==> config.mk <==
export PLATFORM = sky130hd
export DESIGN_NAME = dmt_wdog
export DESIGN_NICKNAME = d
export VERILOG_FILES = /design/src/rtl/dmt_pkg.sv /design/src/rtl/dmt_count.sv /design/src/rtl/dmt_keyseq.sv /design/src/rtl/dmt_flags.sv /design/src/rtl/dmt_wdog.sv
export SDC_FILE = /design/constraint.sdc
export NUM_CORES = 1
export LEC_CHECK = 0
export BUFFER_PORTS_ARGS = -buffer_cell sky130_fd_sc_hd__buf_2
export CORE_ASPECT_RATIO = 1.5
export CORE_UTILIZATION = 42
export CTS_CLUSTER_DIAMETER = 30
export CTS_CLUSTER_SIZE = 8
export DETAILED_ROUTE_END_ITERATION = 7
export MAX_ROUTING_LAYER = met4
export PLACE_DENSITY_LB_ADDON = 0.15
export REMOVE_ABC_BUFFERS = 1
export SYNTH_ARGS = -nofsm -noshare
export SYNTH_HDL_FRONTEND = slang
export SYNTH_HIERARCHICAL = 1
export SYNTH_SLANG_ARGS = --single-unit
==> constraint.sdc <==
create_clock -name clk -period 5.1 [get_ports clk]
set_input_delay 1.02 -clock clk [delete_from_list [all_inputs] [get_ports clk]]
set_output_delay 1.02 -clock clk [all_outputs]
set_load 0.01 [all_outputs]
==> src/rtl/dmt_pkg.sv <==
package dmt_pkg;
  localparam int DATA_W = 32;

  localparam logic [7:0] OFS_CTRL = 8'h00;
  localparam logic [7:0] OFS_PRE  = 8'h10;
  localparam logic [7:0] OFS_CLR  = 8'h20;
  localparam logic [7:0] OFS_STAT = 8'h30;
  localparam logic [7:0] OFS_CNT  = 8'h40;
  localparam logic [7:0] OFS_PER  = 8'h60;
  localparam logic [7:0] OFS_WIN  = 8'h70;

  localparam logic [7:0] KEY_ARM  = 8'h40;
  localparam logic [7:0] KEY_KICK = 8'h08;

  localparam int EN_BIT  = 15;
  localparam int ST_OPEN = 0;
  localparam int ST_EVT  = 5;
  localparam int ST_BAD2 = 6;
  localparam int ST_BAD1 = 7;

  function automatic logic arm_key_ok(logic [7:0] k);
    return k == KEY_ARM;
  endfunction

  function automatic logic kick_key_ok(logic [7:0] k);
    return k == KEY_KICK;
  endfunction

  function automatic logic in_window(logic [31:0] c, logic [31:0] lo, logic [31:0] hi);
    return (c >= lo) && (c < hi);
  endfunction

  function automatic logic reached(logic [31:0] c, logic [31:0] lim);
    return c >= lim;
  endfunction

  function automatic logic [DATA_W-1:0] stat_word(logic b1, logic b2, logic ev, logic open);
    logic [DATA_W-1:0] w;
    w = '0;
    w[ST_BAD1] = b1;
    w[ST_BAD2] = b2;
    w[ST_EVT]  = ev;
    w[ST_OPEN] = open;
    return w;
  endfunction
endpackage

==> src/rtl/dmt_count.sv <==
module dmt_count #(
  parameter int CNT_W = 32
) (
  input  logic             clk,
  input  logic             rst_n,
  input  logic             en,
  input  logic             restart,
  input  logic [CNT_W-1:0] period,
  input  logic [CNT_W-1:0] interval,
  output logic [CNT_W-1:0] cnt,
  output logic             win_open,
  output logic             expire
);
  import dmt_pkg::*;

  always_comb begin
    win_open = en && in_window(32'(cnt), 32'(interval), 32'(period));
    expire   = en && reached(32'(cnt), 32'(period));
  end

  always_ff @(posedge clk or negedge rst_n) begin
    if (!rst_n)                        cnt <= '0;
    else if (!en || restart || expire) cnt <= '0;
    else                               cnt <= cnt + CNT_W'(1);
  end
endmodule

==> src/rtl/dmt_keyseq.sv <==
module dmt_keyseq (
  input  logic       clk,
  input  logic       rst_n,
  input  logic       en,
  input  logic       pre_wr,
  input  logic       clr_wr,
  input  logic [7:0] arm_key,
  input  logic [7:0] kick_key,
  input  logic       win_open,
  input  logic       expire,
  output logic       armed,
  output logic       good_clr,
  output logic       bad_pre,
  output logic       bad_clr
);
  import dmt_pkg::*;

  always_comb begin
    bad_pre  = pre_wr && !arm_key_ok(arm_key);
    good_clr = clr_wr && kick_key_ok(kick_key) && armed && win_open;
    bad_clr  = clr_wr && !good_clr;
  end

  always_ff @(posedge clk or negedge rst_n) begin
    if (!rst_n)                 armed <= 1'b0;
    else if (!en)               armed <= 1'b0;
    else if (expire || clr_wr)  armed <= 1'b0;
    else if (pre_wr)            armed <= !bad_pre;
  end
endmodule

==> src/rtl/dmt_flags.sv <==
module dmt_flags #(
  parameter int NFLAG = 3
) (
  input  logic             clk,
  input  logic             rst_n,
  input  logic [NFLAG-1:0] set_v,
  input  logic [NFLAG-1:0] clr_v,
  input  logic             req_in,
  output logic [NFLAG-1:0] flags,
  output logic             rst_req
);
  for (genvar i = 0; i < NFLAG; i++) begin : g_flag
    always_ff @(posedge clk or negedge rst_n) begin
      if (!rst_n) flags[i] <= 1'b0;
      else        flags[i] <= set_v[i] | (flags[i] & ~clr_v[i]);
    end
  end

  always_ff @(posedge clk or negedge rst_n) begin
    if (!rst_n) rst_req <= 1'b0;
    else        rst_req <= req_in;
  end
endmodule

==> src/rtl/dmt_wdog.sv <==
module dmt_wdog #(
  parameter int CNT_W      = 32,
  parameter int ADDR_W     = 8,
  parameter int DEF_PERIOD = 1000,
  parameter int DEF_WIN    = 500
) (
  input  logic              clk,
  input  logic              rst_n,
  input  logic              bus_sel,
  input  logic              bus_we,
  input  logic [ADDR_W-1:0] bus_addr,
  input  logic [31:0]       bus_wdata,
  output logic [31:0]       bus_rdata,
  output logic              rst_req
);
  import dmt_pkg::*;

  localparam int FL_B1 = 2;
  localparam int FL_B2 = 1;
  localparam int FL_EV = 0;

  logic             en_q, blank_q;
  logic [CNT_W-1:0] per_q, win_q, cnt;
  logic             acc, wr, rd;
  logic             pre_wr, clr_wr, st_wr;
  logic             win_open, expire, armed, good_clr, bad_pre, bad_clr;
  logic [2:0]       set_v, clr_v, flags;
  logic             bad1, bad2, evt;

  function automatic logic hit(logic [ADDR_W-1:0] a, logic [7:0] ofs);
    return a == ADDR_W'(ofs);
  endfunction

  always_comb begin
    acc    = bus_sel && !blank_q;
    wr     = acc && bus_we;
    rd     = acc && !bus_we;
    pre_wr = wr && hit(bus_addr, OFS_PRE) && en_q;
    clr_wr = wr && hit(bus_addr, OFS_CLR) && en_q;
    st_wr  = wr && hit(bus_addr, OFS_STAT);
  end

  always_ff @(posedge clk or negedge rst_n) begin
    if (!rst_n) begin
      en_q    <= 1'b0;
      blank_q <= 1'b0;
      per_q   <= CNT_W'(DEF_PERIOD);
      win_q   <= CNT_W'(DEF_WIN);
    end else begin
      blank_q <= wr && hit(bus_addr, OFS_CTRL) && en_q && !bus_wdata[EN_BIT];
      if (wr && hit(bus_addr, OFS_CTRL)) en_q  <= bus_wdata[EN_BIT];
      if (wr && hit(bus_addr, OFS_PER))  per_q <= bus_wdata[CNT_W-1:0];
      if (wr && hit(bus_addr, OFS_WIN))  win_q <= bus_wdata[CNT_W-1:0];
    end
  end

  dmt_count #(.CNT_W(CNT_W)) u_cnt (
    .clk(clk), .rst_n(rst_n), .en(en_q), .restart(good_clr),
    .period(per_q), .interval(win_q), .cnt(cnt),
    .win_open(win_open), .expire(expire)
  );

  dmt_keyseq u_keys (
    .clk(clk), .rst_n(rst_n), .en(en_q), .pre_wr(pre_wr), .clr_wr(clr_wr),
    .arm_key(bus_wdata[15:8]), .kick_key(bus_wdata[7:0]),
    .win_open(win_open), .expire(expire), .armed(armed),
    .good_clr(good_clr), .bad_pre(bad_pre), .bad_clr(bad_clr)
  );

  always_comb begin
    set_v        = '0;
    set_v[FL_B1] = bad_pre;
    set_v[FL_B2] = bad_clr;
    set_v[FL_EV] = bad_clr || expire;
    clr_v        = '0;
    clr_v[FL_B1] = st_wr && bus_wdata[ST_BAD1];
    clr_v[FL_B2] = st_wr && bus_wdata[ST_BAD2];
    clr_v[FL_EV] = st_wr && bus_wdata[ST_EVT];
  end

  dmt_flags #(.NFLAG(3)) u_flags (
    .clk(clk), .rst_n(rst_n), .set_v(set_v), .clr_v(clr_v),
    .req_in(bad_clr || expire), .flags(flags), .rst_req(rst_req)
  );

  assign bad1 = flags[FL_B1];
  assign bad2 = flags[FL_B2];
  assign evt  = flags[FL_EV];

  always_comb begin
    bus_rdata = '0;
    if (rd) begin
      if (hit(bus_addr, OFS_CTRL))      bus_rdata[EN_BIT] = en_q;
      else if (hit(bus_addr, OFS_STAT)) bus_rdata = stat_word(bad1, bad2, evt, win_open);
      else if (hit(bus_addr, OFS_CNT))  bus_rdata = 32'(cnt);
      else if (hit(bus_addr, OFS_PER))  bus_rdata = 32'(per_q);
      else if (hit(bus_addr, OFS_WIN))  bus_rdata = 32'(win_q);
    end
  end
endmodule

==> results of run 1 <==
[critical path, delay by kind of cell, from the launching register on]
family	cells	cell delay, ps
simple gates	3	960
fa+ha+maj	1	340
compound gates	4	930
flops	1	470
buf+inv	1	190
[registers in the layout (all words and copies together), names as in the netlist]
name and cells:
blank_q 1, en_q 1, per_q 32, u_cnt/cnt 32, u_flags/flags 3, u_flags/rst_req 1
u_keys/armed 1, win_q 32
[cells by family (layout without fill, tap and decap cells)]
group                      Yosys count  in the layout  share of synthesized area, %
AOI/OAI and AO/OA                  102            102                          8.79
xor gates and xnor gates            31             31                          3.68
adders and majority gates           65             65                          11.0
buffers and inverters              110            178                          6.82
DFF                                103            103                          35.2
muxes                               97             97                          14.7
and+or+nand+nor                    257            257                          19.8
[how the worst max path moves through the flow]
stage,to,from
finish,bus_rdata[0],u_cnt/cnt[19]
global route,bus_rdata[0],u_cnt/cnt[18]
floorplan,bus_rdata[0],bus_addr[2]
global placement,bus_rdata[31],bus_addr[4]
detailed placement,bus_rdata[31],bus_addr[4]
CTS,bus_rdata[0],u_cnt/cnt[19]
[routing by layer]
layer	part of all wire, %	GRT usage, %	routed length (um)
met2	54	43.4	10900
met3	3.0	3.41	611
met4	3.2	10.3	638
met5	0	-	0
met1	40	26.1	7940
[power by group through the flow]
stage / registers [mW] / logic, mW / clock network [mW]
after floorplan: 0.860 / 0.126 / 0
after global placement: 0.864 / 0.233 / 0
after detailed placement: 0.865 / 0.237 / 0
after CTS: 0.850 / 0.238 / 0.658
after global routing: 0.852 / 0.258 / 0.691
final: 0.850 / 0.235 / 0.646
[cell usage in the layout, fill, tap and decap left out, drive strengths merged, types with 16 or more instances in the layout]
master	Yosys	layout
mux2	92	92
dfrtp	91	91
inv	74	74
nand4	21	21
buf	20	88
nand3	68	68
xor2	19	19
a21oi	51	51
nor2	43	43
nor4	16	16
ha	65	65
nand2	52	52
[layout make-up]
cell class | count | area share (%)
multi-input combinational | 552 | 52.6
sequential | 103 | 31.7
timing repair buffer | 88 | 5.79
inverter | 74 | 3.40
tap | 213 | 3.26
clock buffer | 12 | 2.90
clock inverter | 4 | 0.276
[stage by stage]
step	setup slack, ps	instances	power [mW]	hold slack (ps)	TNS (ps)
2_1_floorplan	-2130	729	0.986	444	-113390
3_3_place_gp	1090	1030	1.10	460	0
3_5_place_dp	1070	1030	1.10	464	0
4_1_cts	824	1046	1.75	480	0
5_1_grt	557	1046	1.80	501	0
6_report	828	1046	1.73	475	0
==> impl_metrics.env, run 1 <==
export IMPL_status="completed"
export IMPL_required_ps=4080
export IMPL_clkTransAtPathRegs_ps=70
export IMPL_clock_skew_final_ps=6.53
export IMPL_fp_coreArea_um2=17300
export IMPL_leakagePower_nw=3.79
export IMPL_cpMostUsedCell="a211oi_1"
export IMPL_drive_gt1_share_pct=28.0
export IMPL_num_antenna_cells=0
export IMPL_die_h_um=164
export IMPL_grt_first_pass_wirelength_mm=32.1
export IMPL_holdBufCountCts=0
export IMPL_hold_depth=1
export IMPL_swShare_pct=28.0
export IMPL_setup_viol=0
export IMPL_htree_levels=3
export IMPL_max_freq_ghz=0.234
export IMPL_critPathLaunchType="register"
export IMPL_final_max_slew_viol_count=0
export IMPL_synth_area_leaders="dfrtp_1 31%, mux2_2 13%, ha_1 11%, nand3_1 4.6%, dfstp_2 4.3%"
export IMPL_period_needed_ps=4270
export IMPL_die_area_um2=18100
export IMPL_via_per_inst=5.66
export IMPL_critical_path_max_stage_delay_ps=470
export IMPL_fin_crit_sh_pct=83.8
export IMPL_ys_seq_area_share_pct=35.2
export IMPL_synth_area_per_cell_um2=9.64
export IMPL_cts_buffers=9
export IMPL_io_pins=77
export IMPL_cts_setup_buffers=0
export IMPL_portBuffers=76
export IMPL_clk_path_buf_depth=2
export IMPL_ant_nets=0
export IMPL_synth_top_flop_cell="dfrtp_1"
export IMPL_route_final_wire_length_mm=20.1
export IMPL_reg2reg_depth=11
export IMPL_worstHoldPathType="reg2reg"
export IMPL_num_vias=5923
export IMPL_p_seq_share_pct=49.1
export IMPL_max_cap_viol_count=0
export IMPL_grt_pass1_vias=6050
export IMPL_r2r_start="u_cnt/cnt[19]"
export IMPL_p_clk_share_pct=37.3
export IMPL_yosys_register_bits=103
export IMPL_seqCellArea_um2=2590
export IMPL_final_util_pct=47.3
export IMPL_design_area_um2=8170
export IMPL_nFillCells=1708
export IMPL_grt_max_degree=72
export IMPL_end_kind="output pin"
export IMPL_tightest_slew_ps=945
export IMPL_area_growth_pct=10.8
export IMPL_rsz0062_at_grt="false"
export IMPL_ir_drop_v=0.000153
export IMPL_syn_inst=765
export IMPL_power_internal_mw=1.25
export IMPL_synth_top_area_share_pct=30.9
export IMPL_die_width_um=110
export IMPL_r2r_end="u_cnt/cnt[0]"
export IMPL_slowest_stage="dfrtp_1"
export IMPL_p_comb_share_pct=13.6
export IMPL_grt_overflow_total=0
export IMPL_yosys_warnings=6
export IMPL_dpl_instance_area_um2=7910
export IMPL_drt_iter0_drc=316
export IMPL_synth_top_area_cell="dfrtp_1"
export IMPL_nets=937
export IMPL_synth_most_common_cell="dfrtp_1"
export IMPL_slew_headroom_pct=36.7
export IMPL_timing_worst_setup_path_type="reg2out"
export IMPL_regToRegSetupSlack_ps=1890
export IMPL_multi_input_area_um2=4300
export IMPL_cp_data_arrival_time_ps=3250
export IMPL_path_max_fanout=6
export IMPL_clock_sinks=103
export IMPL_dp_final_hpwl_mm=14.8
export IMPL_initial_core_util_pct=42.7
export IMPL_hold_path_end="u_flags/flags[1]"
export IMPL_hold_viol=0
export IMPL_p_per_area_nw_per_um2=212
export IMPL_async_flop_share_pct=100
export IMPL_syn_cell_area_um2=7370
export IMPL_synth_cell_types=54
export IMPL_row_count=59
export IMPL_clk_latency_ps=360
export IMPL_synthTopCellsByCount="91 x dfrtp_1, 88 x mux2_2, 74 x inv_1, 68 x nand3_1, 65 x ha_1"
export IMPL_gp_congestion=0.892
export IMPL_track_usage_pct=24.2
export IMPL_antenna_found_initial=0
export IMPL_wl_per_cell_um=19.2
export IMPL_cts_resized=0
export IMPL_p_switching_uw=485
export IMPL_min_from="u_flags/flags[1]"
export IMPL_path_cells="ha_1 > nand4_1 > nor4_1 > nor4b_1 > o41ai_1 > a211oi_1 > o21ai_0 > a211oi_1 > buf_2"
export IMPL_synth_edff_count=0
export IMPL_firstDrtPassIters=4
export IMPL_cts_tree="built"
export IMPL_clockRootBuffer="clkbuf_16"
export IMPL_drcViolationCount=0
(Power assumes the default switching activity.)
==> run 2: changes to the inputs <==
==> constraint.sdc (replaced) <==
create_clock -name clk -period 4.17 [get_ports clk]
set_input_delay 0.834 -clock clk [delete_from_list [all_inputs] [get_ports clk]]
set_output_delay 0.834 -clock clk [all_outputs]
set_load 0.01 [all_outputs]
==> impl_metrics.env, run 2 (same netlist as run 1, synthesis figures left out) <==
export IMPL_grt_first_pass_wirelength_mm=31.4
export IMPL_row_count=59
export IMPL_max_cap_viol_count=0
export IMPL_clockRootBuffer="clkbuf_16"
export IMPL_fin_crit_sh_pct=94.2
export IMPL_setup_ws_ps=243
export IMPL_dp_final_hpwl_mm=14.8
export IMPL_io_pins=77
export IMPL_path_max_fanout=6
export IMPL_wl_per_cell_um=18.6
export IMPL_die_width_um=110
export IMPL_layout_commonest_cell="dfrtp_1"
export IMPL_clk_path_buf_depth=2
export IMPL_num_vias=5864
export IMPL_rsz0062_at_grt="false"
export IMPL_reg_largest_list="per_q: 32 flops, u_cnt/cnt: 32 flops, win_q: 32 flops"
export IMPL_timing_worst_setup_path_type="reg2out"
export IMPL_cp_data_arrival_time_ps=3090
export IMPL_p_per_area_nw_per_um2=264
export IMPL_clock_sinks=103
export IMPL_required_ps=3340
export IMPL_layout_common_cells="91 x dfrtp_1, 88 x mux2_2, 75 x buf_2"
export IMPL_route_final_wire_length_mm=19.6
export IMPL_grt_max_degree=59
export IMPL_use_met3_pct=3.13
export IMPL_status="completed"
export IMPL_die_h_um=164
export IMPL_htree_levels=3
export IMPL_antenna_found_initial=0
export IMPL_tightest_slew_ps=659
export IMPL_nFillCells=1682
export IMPL_end_kind="output pin"
export IMPL_ant_nets=0
export IMPL_met1_usage_pct=25.1
export IMPL_nets=941
export IMPL_cts_buffers=9
export IMPL_period_needed_ps=3930
export IMPL_via_per_inst=5.58
export IMPL_drcViolationCount=0
export IMPL_fp_coreArea_um2=17300
export IMPL_final_max_slew_viol_count=0
export IMPL_critPathLaunchType="register"
export IMPL_hold_viol=0
export IMPL_track_usage_pct=23.6
export IMPL_grt_pass1_vias=6181
export IMPL_drt_iter0_drc=312
export IMPL_num_antenna_cells=0
export IMPL_numPlacedInstances=1034
export IMPL_area_growth_pct=12.2
export IMPL_max_freq_ghz=0.255
export IMPL_stdcell_count=1050
export IMPL_firstDrtPassIters=4
export IMPL_dp_slack_ps=375
export IMPL_final_util_pct=47.9
export IMPL_grtUsageMet2_pct=41.7
export IMPL_die_area_um2=18100
export IMPL_clock_skew_final_ps=6.68
export IMPL_clkTransAtPathRegs_ps=70
export IMPL_busiest_layer="met2"
export IMPL_cts_setup_buffers=0
export IMPL_leakagePower_nw=3.84
export IMPL_worstHoldPathType="in2async"
export IMPL_clk_latency_ps=360
export IMPL_cts_tree="built"
export IMPL_ir_drop_v=0.000195
export IMPL_gp_congestion=0.914
export IMPL_setup_viol=0
export IMPL_drive_gt1_share_pct=29.0
export IMPL_initial_core_util_pct=42.7
export IMPL_slew_headroom_pct=56.1
export IMPL_portBuffers=76
export IMPL_fin_tns_setup_ps=0
export IMPL_grt_overflow_total=0
[run 2: cell count changes in the layout (fill, tap and decap cells not counted), sizes merged]
| cell | delta |
|---|---|
| buf | +4 |
| clkinvlp | +1 |
| clkinv | -1 |
[run 2: what timing repair did]
action,CTS,global route
pin swaps,0,0
endpoints found under the setup margin,1,1
gates cloned,0,0
hold buffers,0,0
resized for setup,1,3
[run 2: path summary, 6_finish.rpt]
| kind | startpoint | to | slack (ps) | cells after the start |
|---|---|---|---|---|
| max in group asynchronous | rst_n | win_q[2] | 2880 | 2 |
| max | u_cnt/cnt[29] | bus_rdata[0] | 240 | 9 |
| min | rst_n | per_q[19] | 410 | 1 |
| min reg2reg | u_flags/flags[1] | u_flags/flags[1] | 480 | 1 |
| max reg2reg | u_cnt/cnt[10] | u_cnt/cnt[0] | 1100 | 12 |
| min in group clk | u_flags/flags[1] | u_flags/flags[1] | 480 | 1 |
[run 2: report_power, final]
part | switching (mW) | internal [mW] | total, mW
clock network | 0.392 | 0.454 | 0.846
registers | 0.0162 | 1.02 | 1.04
logic | 0.191 | 0.103 | 0.295
[run 2: layout make-up]
cell class              instances  area [um^2]  area share (%)
multi-input cells             552         4320            52.3
flip-flops and latches        103         2590            31.3
repair buffers                 92          515            6.23
inverters                      74          278            3.36
clock buffers                  12          267            3.22
well taps                     213          267            3.22
clock inverters                 4         28.8           0.348
[run 2: critical path, stage by stage (launching register included)]
cell and delay [ps]:
dfrtp_1 460, ha_1 370, nand4_1 210, nor4_4 380, nor4b_2 260, o41ai_1 130, a211oi_2 320, o21ai_0 130
a211oi_1 290, buf_2 190
[run 2: metal layers]
layer | share of wire (%) | up-vias | wire (um)
met5 | 0 | - | 0
li1 | - | 2837 | -
met1 | 40 | 2860 | 7830
met4 | 4.6 | 0 | 902
met3 | 2.6 | 47 | 514
met2 | 53 | 120 | 10300
[run 2: through the flow]
stage | power (mW) | instance area [um^2] | hold slack (ps)
after floorplan | 1.21 | 7150 | 444
after global placement | 1.34 | 7950 | 462
after detailed placement | 1.35 | 7950 | 468
after CTS | 2.20 | 8250 | 429
after global routing | 2.27 | 8270 | 432
final | 2.18 | 8270 | 408
